--- src/rtl/clkstop_pkg.sv ---
// Shared state encodings for the power-down clock stop sequencer.
package clkstop_pkg;
    // Sequencer phases, from normal running through power-down and back.
    typedef enum logic [2:0] {
        SQ_RUN   = 3'd0,
        SQ_STOP  = 3'd1,
        SQ_OFF   = 3'd2,
        SQ_WAKE  = 3'd3,
        SQ_START = 3'd4
    } seq_state_t;

    // Per-pair lane state.
    typedef enum logic [1:0] {
        LN_RUN   = 2'd0,
        LN_PARK  = 2'd1,
        LN_DRIVE = 2'd2
    } pair_state_t;
endpackage

--- src/rtl/clkstop_sync.sv ---
// Multi-stage level synchronizer.
// Assumes: STAGES >= 2; the reset value sets the idle (no request) level.
module clkstop_sync #(
    parameter int   STAGES  = 2,
    parameter logic RST_VAL = 1'b1
) (
    input  logic clk,
    input  logic rst_n,
    input  logic d_i,
    output logic q_o
);
    logic [STAGES-1:0] sh_q;

    // Shift the asynchronous level through the stages.
    always_ff @(posedge clk) begin
        if (!rst_n) sh_q <= {STAGES{RST_VAL}};
        else        sh_q <= {sh_q[STAGES-2:0], d_i};
    end

    assign q_o = sh_q[STAGES-1];
endmodule

--- src/rtl/clkstop_ctrl.sv ---
// Request confirmation and power sequencing state machine.
// Assumes: ref_c_i is a sampled clock much slower than clk; the lanes
// report their parked/running status as registered levels.
module clkstop_ctrl
    import clkstop_pkg::*;
#(
    parameter int CONFIRM = 2
) (
    input  logic clk,
    input  logic rst_n,
    input  logic req_low_i,
    input  logic ref_c_i,
    input  logic pll_lock_i,
    input  logic all_parked_i,
    input  logic all_running_i,
    output logic stop_cmd_o,
    output logic drive_hi_o,
    output logic start_cmd_o,
    output logic vco_en_o
);
    localparam int CW = $clog2(CONFIRM + 1);
    localparam logic [CW-1:0] CNT_MAX = CW'(CONFIRM);

    logic          ref_prev_q;
    logic [CW-1:0] cnt_q;
    logic          ref_rise;
    logic          confirmed;
    seq_state_t    st_q, st_d;

    assign ref_rise  = ref_c_i && !ref_prev_q;
    assign confirmed = (cnt_q == CNT_MAX);

    // Remember the previous reference sample for edge detection.
    always_ff @(posedge clk) begin
        if (!rst_n) ref_prev_q <= 1'b0;
        else        ref_prev_q <= ref_c_i;
    end

    // Count consecutive reference rising edges that see the request low.
    always_ff @(posedge clk) begin
        if (!rst_n)                          cnt_q <= '0;
        else if (!req_low_i)                 cnt_q <= '0;
        else if (ref_rise && !confirmed)     cnt_q <= cnt_q + 1'b1;
    end

    // Next-phase selection.
    always_comb begin
        st_d = st_q;
        case (st_q)
            SQ_RUN:   if (confirmed)     st_d = SQ_STOP;
            SQ_STOP:  if (all_parked_i)  st_d = SQ_OFF;
            SQ_OFF:   if (!req_low_i)    st_d = SQ_WAKE;
            SQ_WAKE:  if (pll_lock_i)    st_d = SQ_START;
            SQ_START: if (all_running_i) st_d = SQ_RUN;
            default:                     st_d = SQ_RUN;
        endcase
    end

    // Phase register.
    always_ff @(posedge clk) begin
        if (!rst_n) st_q <= SQ_RUN;
        else        st_q <= st_d;
    end

    assign stop_cmd_o  = (st_q == SQ_STOP);
    assign drive_hi_o  = (st_q == SQ_WAKE);
    assign start_cmd_o = (st_q == SQ_START);
    assign vco_en_o    = (st_q != SQ_OFF);
endmodule

--- src/rtl/clkstop_se_lane.sv ---
// Glitch-free gate for one single-ended clock.
// Stops on a falling source edge and restarts only while the source is low.
// Assumes: the source is sampled by clk at least twice per phase.
module clkstop_se_lane (
    input  logic clk,
    input  logic rst_n,
    input  logic clk_i,
    input  logic stop_i,
    input  logic start_i,
    output logic clk_o,
    output logic run_o
);
    logic prev_q;
    logic run_q;

    // Previous source sample.
    always_ff @(posedge clk) begin
        if (!rst_n) prev_q <= 1'b0;
        else        prev_q <= clk_i;
    end

    // Run flag: cleared at a falling edge, set during a low phase.
    always_ff @(posedge clk) begin
        if (!rst_n)                                  run_q <= 1'b1;
        else if (run_q && stop_i && prev_q && !clk_i) run_q <= 1'b0;
        else if (!run_q && start_i && !clk_i)         run_q <= 1'b1;
    end

    assign clk_o = clk_i & run_q;
    assign run_o = run_q;
endmodule

--- src/rtl/clkstop_diff_lane.sv ---
// Park/resume control for one differential true/complement pair.
// Parks at a falling complement edge. It either holds true high with the
// complement floating, or floats both legs. It drives true high before
// resuming during a low complement phase.
// Assumes: float_i is not changed while the pair is in transit.
module clkstop_diff_lane
    import clkstop_pkg::*;
(
    input  logic clk,
    input  logic rst_n,
    input  logic t_i,
    input  logic c_i,
    input  logic float_i,
    input  logic stop_i,
    input  logic drive_i,
    input  logic start_i,
    output logic t_o,
    output logic c_o,
    output logic t_oe_o,
    output logic c_oe_o,
    output logic parked_o,
    output logic running_o
);
    logic        cprev_q;
    pair_state_t st_q;

    // Previous complement sample.
    always_ff @(posedge clk) begin
        if (!rst_n) cprev_q <= 1'b0;
        else        cprev_q <= c_i;
    end

    // Lane state transitions.
    always_ff @(posedge clk) begin
        if (!rst_n) begin
            st_q <= LN_RUN;
        end else begin
            case (st_q)
                LN_RUN:   if (stop_i && cprev_q && !c_i) st_q <= LN_PARK;
                LN_PARK:  if (drive_i)                   st_q <= LN_DRIVE;
                LN_DRIVE: if (start_i && !c_i)           st_q <= LN_RUN;
                default:                                 st_q <= LN_RUN;
            endcase
        end
    end

    // Leg levels and enables per state.
    always_comb begin
        t_o    = 1'b0;
        c_o    = 1'b0;
        t_oe_o = 1'b0;
        c_oe_o = 1'b0;
        case (st_q)
            LN_RUN: begin
                t_o    = t_i;
                c_o    = c_i;
                t_oe_o = 1'b1;
                c_oe_o = 1'b1;
            end
            LN_PARK: begin
                t_o    = !float_i;
                t_oe_o = !float_i;
            end
            LN_DRIVE: begin
                t_o    = 1'b1;
                t_oe_o = 1'b1;
            end
            default: ;
        endcase
    end

    assign parked_o  = (st_q == LN_PARK);
    assign running_o = (st_q == LN_RUN);
endmodule

--- src/rtl/clkstop_seq.sv ---
// Power-down clock stop sequencer top.
// Synchronizes the request, builds one gate per single-ended clock and one
// park controller per differential pair, and sequences the oscillator enable.
// Assumes: all source clocks are oversampled by clk; pair 0's complement is
// the confirmation reference.
module clkstop_seq #(
    parameter int N_SE    = 4,
    parameter int N_DIFF  = 2,
    parameter int SYNC_ST = 2,
    parameter int CONFIRM = 2
) (
    input  logic              clk,
    input  logic              rst_n,
    input  logic              pd_req_n,
    input  logic [N_SE-1:0]   se_clk_i,
    input  logic [N_DIFF-1:0] dp_t_i,
    input  logic [N_DIFF-1:0] dp_c_i,
    input  logic [N_DIFF-1:0] park_float_i,
    input  logic              pll_lock_i,
    output logic [N_SE-1:0]   se_clk_o,
    output logic [N_DIFF-1:0] dp_t_o,
    output logic [N_DIFF-1:0] dp_c_o,
    output logic [N_DIFF-1:0] dp_t_oe_o,
    output logic [N_DIFF-1:0] dp_c_oe_o,
    output logic              vco_en_o,
    output logic              all_parked_o,
    output logic              all_running_o
);
    logic              req_sync;
    logic              stop_cmd, drive_hi, start_cmd;
    logic [N_SE-1:0]   se_run;
    logic [N_DIFF-1:0] dp_parked, dp_running;

    clkstop_sync #(.STAGES(SYNC_ST), .RST_VAL(1'b1)) i_sync (
        .clk   (clk),
        .rst_n (rst_n),
        .d_i   (pd_req_n),
        .q_o   (req_sync)
    );

    clkstop_ctrl #(.CONFIRM(CONFIRM)) i_ctrl (
        .clk           (clk),
        .rst_n         (rst_n),
        .req_low_i     (!req_sync),
        .ref_c_i       (dp_c_i[0]),
        .pll_lock_i    (pll_lock_i),
        .all_parked_i  (all_parked_o),
        .all_running_i (all_running_o),
        .stop_cmd_o    (stop_cmd),
        .drive_hi_o    (drive_hi),
        .start_cmd_o   (start_cmd),
        .vco_en_o      (vco_en_o)
    );

    for (genvar i = 0; i < N_SE; i++) begin : g_se
        clkstop_se_lane i_lane (
            .clk     (clk),
            .rst_n   (rst_n),
            .clk_i   (se_clk_i[i]),
            .stop_i  (stop_cmd),
            .start_i (start_cmd),
            .clk_o   (se_clk_o[i]),
            .run_o   (se_run[i])
        );
    end

    for (genvar j = 0; j < N_DIFF; j++) begin : g_dp
        clkstop_diff_lane i_lane (
            .clk       (clk),
            .rst_n     (rst_n),
            .t_i       (dp_t_i[j]),
            .c_i       (dp_c_i[j]),
            .float_i   (park_float_i[j]),
            .stop_i    (stop_cmd),
            .drive_i   (drive_hi),
            .start_i   (start_cmd),
            .t_o       (dp_t_o[j]),
            .c_o       (dp_c_o[j]),
            .t_oe_o    (dp_t_oe_o[j]),
            .c_oe_o    (dp_c_oe_o[j]),
            .parked_o  (dp_parked[j]),
            .running_o (dp_running[j])
        );
    end

    assign all_parked_o  = (~|se_run) && (&dp_parked);
    assign all_running_o = (&se_run) && (&dp_running);
endmodule

--- config.mk ---
export PLATFORM = sky130hd
export DESIGN_NAME = clkstop_seq
export DESIGN_NICKNAME = d
export VERILOG_FILES = /design/src/rtl/clkstop_pkg.sv /design/src/rtl/clkstop_sync.sv /design/src/rtl/clkstop_ctrl.sv /design/src/rtl/clkstop_se_lane.sv /design/src/rtl/clkstop_diff_lane.sv /design/src/rtl/clkstop_seq.sv
export SDC_FILE = /design/constraint.sdc
export NUM_CORES = 1
export LEC_CHECK = 0
export CAP_MARGIN = 20
export CORE_MARGIN = 2
export CORE_UTILIZATION = 47
export CTS_CLUSTER_DIAMETER = 80
export CTS_CLUSTER_SIZE = 24
export DETAILED_ROUTE_END_ITERATION = 12
export GPL_ROUTABILITY_DRIVEN = 0
export PLACE_DENSITY_LB_ADDON = 0.3
export SYNTH_ARGS = -nofsm -noshare
export SYNTH_HDL_FRONTEND = slang
export SYNTH_SLANG_ARGS = --single-unit
export TNS_END_PERCENT = 20
--- constraint.sdc ---
create_clock -name clk -period 2 [get_ports clk]
set_clock_uncertainty 0.1 [all_clocks]
set_input_delay 0.2 -clock clk [delete_from_list [all_inputs] [get_ports clk]]
set_output_delay 0.2 -clock clk [all_outputs]
set_load 0.02 [all_outputs]
==> results.md <==
- # H-tree levels: 1
- Clock latency on the worst-skew pair: about 300 ps
- Total gr overflow: 0
- Final setup viols: 0
- Die Wd: 51.7 um
- First-pass GRT wire length: roughly 3500 um
- CP required: 1700 ps
- Vias/cell: roughly 5.4
- Max VDD drop: 0.344 mV
- Diode count: 0
- Synth Flop Type: dfxtp_1
- Crit path buf inv count: 1
- Pin count of the biggest net entering global routing: 12
- Post-synth EDFFs: 0
- Period minus WS final: 1920 ps
- Total Power: 726 uW
- CP max-delay cell: clkdlybuf4s50_1
- DR WL/cell: 12.9 um
- P_sw: ~170 uW
- Worst hold path type: reg2reg
- Nets: 151
- Syn Nets: between 100 and 150
- Pwr per Cell Area: 540 mW/mm2
- Max-slew violations: 0
- Switching power share of the total: 0.231
- Synth Warn #: 0
- Gr usage total: 0.177
- DPL Wire Length: 1540 um
- Reg-to-Reg End: g_se[0].i_lane.run_o
- Synth top area cells: dfxtp_1 39%, buf_4 9.1%, and2_1 7.0%, nand2b_1 4.1%, o311ai_0 3.3%
- PortBufs: 28
- WL met2: a little over 1000 um
- Clock-pin slew on the worst setup and hold paths: 110 ps
- Dpl ws: -73.1 ps
- Startpoint Class: flip-flop
- Met3 WL: 84 um
- Std-Cell Rows: 17
- Final antenna-violating net count: 0
- Leakage: just under 0.0005 uW
- Worst R2R Setup Slack: ~380 ps
- RSZ-0062 raised after global routing: false
- Crit path launch: g_dp[1].i_lane.st_q[1]
- CTS tree: built
- Critical path class: reg2out
- Filler cells: 208
- FF-to-FF Start: i_ctrl.st_q[0]
- Fmax: 520 MHz
- Crit-path leading delay family: buffers and inverters
- FF-to-FF path depth: 3
- Crit share post-route: 0.962
- DR vias: between 800 and 900
- Initial antenna violation count: 0
- Least-Margin Pin Slew: ~400 ps
- Clock buffer count from CTS: 3
- Fin Setup TNS: 0 ps
- Synth cell types: 37
- Seq cells post-synth: 21
- Seq pwr share: 0.594
- Post-synth top area share: 0.394
- Critical path arrival: 1620 ps
- CTS Hold Bufs: 0
- Post-Layout Cell Count: 163
- Peak fanout along the critical path: 7
- Slowest stage delay, CP: 590 ps
- Share of post-route cells with drive strength above 1: 0.156
- Clk pwr share: 0.278
- Hold violation total from the final report: 0
- Core Region: 0.00217 mm2
- CTS Buffer Depth: 2
- CP Depth: 3
- Post-Route WL: 2100 um
- Status: finished clean
- Number of max-cap violations: 0
- 1st-iter DRT viols: 8
- CP Capture Type: output pin
- Relative slew margins: 0.736
- Root buffer cell: clkbuf_4
- P&R area growth vs syn: 25.9%
- Leading area contributor after synthesis: dfxtp_1
- Hold EP: i_sync.sh_q[1]
- Postcts setup bufs: 0
- Worst hold slack: roughly 320 ps
- Sequential fraction of the synthesis area: 0.394
- Combinational power share: 0.128
- Avg Cell Area, Syn: about 9.5 um2
- Initial Util: 0.492
- Setup ws final: 76.3 ps
- DRC: 0
- Worst Min Path Start: i_sync.sh_q[0]
- Worst path cell trace: nor2_1 -> and2_1 -> clkdlybuf4s50_1
- Total iterations of the first detailed-routing run: 5
- Io pins: 29
- Clock sink count: 21
- Chip Height: 51.7 um
- Mapped cell area: between 0.001 and 0.0015 mm2
- Async SR Flop Fraction: 0
- Syn Inst Count: between 100 and 150
- Wl on met1: about 980 um
- Internal power: roughly 560 uW
- Hold Crit Depth: 1
- Die area: 0.00267 mm2
- DP Cell Count: 159
- Top sig layer: met4
- Vias in the first global route: 801
[power groups by stage]
stage               sequential [uW]  clock, uW  combinational, uW
floorplan                       439          0               53.5
global placement                441          0               93.5
detailed placement              441          0               95.1
CTS                             431        214               94.3
global route                    432        225                100
finish                          431        202               93.1
[synthesized netlist by cell type, types with 2 or more instances]
library cell	instances
a32oi_1	2
and2_1	12
buf_4	13
dfxtp_1	21
inv_1	4
nand2_1	2
nand2b_1	7
nor2_1	6
nor3_1	2
nor3b_1	3
o2111ai_1	2
o21ai_0	6
o311ai_0	4
o31ai_1	2
o41ai_1	2
or3b_2	3
[layer usage]
metal,track usage,vias up
li1,-,439
met4,0.0789,0
met2,0.299,15
met5,0,-
met1,0.212,418
met3,0.0402,2
[how the worst max path moves through the flow]
stage,to,slack (ps)
2_1_floorplan,i_ctrl.st_q[0],370
3_3_place_gp,all_parked_o,-60
3_5_place_dp,all_parked_o,-70
4_1_cts,all_parked_o,20
5_1_grt,dp_c_o[1],10
6_report,dp_c_o[1],80
[metrics by stage]
| stage | cell area [um2] | utilization |
|---|---|---|
| detailed placement | 1320 | 0.607 |
| floorplan | 1070 | - |
| finish | 1340 | 0.619 |
| CTS | 1330 | 0.615 |
| global placement | 1320 | 0.607 |
| global route | 1340 | 0.619 |
[state kept, by name (all words and copies together) (netlist names)]
name / cells
g_dp.i_lane.st_q: 4
g_dp.i_lane.cprev_q: 1
i_ctrl.st_q: 3
g_se.i_lane.prev_q: 4
i_ctrl.cnt_q: 2
g_se.i_lane.run_o: 4
i_sync.sh_q: 2
i_ctrl.ref_prev_q: 1
[layout make-up]
class	count	area, um2	share of cell area
tap	28	35.0	0.0261
timing repair buffer	35	333	0.248
inverter	4	15.0	0.0112
sequential	21	420	0.313
multi-input combinational	71	514	0.383
clock buffer	4	26.3	0.0196
[cells in the final DEF (no fill, tap or decap), drive strengths merged, types with 2 or more instances in the layout]
| cell type | n |
|---|---|
| and2 | 12 |
| nor3b | 3 |
| dlymetal6s2s | 3 |
| inv | 4 |
| dlygate4sd2 | 4 |
| and3b | 2 |
| nand2 | 2 |
| nand2b | 7 |
| clkbuf | 4 |
| o21ai | 6 |
| nor2 | 6 |
| o2111ai | 2 |
| buf | 8 |
| o31ai | 2 |
| o311ai | 4 |
| or3b | 3 |
| o41ai | 2 |
| dfxtp | 21 |
| clkdlybuf4s50 | 20 |
| nor3 | 2 |
| o31a | 2 |
| a32oi | 2 |
[cell families (layout without fill, tap and decap cells)]
logic type	Yosys count	count (layout)	share of synthesized area
simple gates	45	45	0.286
flops	21	21	0.394
compound gates	23	23	0.165
mux	1	1	0.0106
xor+xnor	1	1	0.00821
fa+ha+maj	1	1	0.0117
buf+inv	20	43	0.124
[what timing repair did]
action / 4_1_cts / 5_1_grt
pin swaps: 0 / 1
endpoints found under the setup margin: 6 / 4
gates resized for setup: 9 / 4
Note: power is estimated with default switching activity, not from simulation.
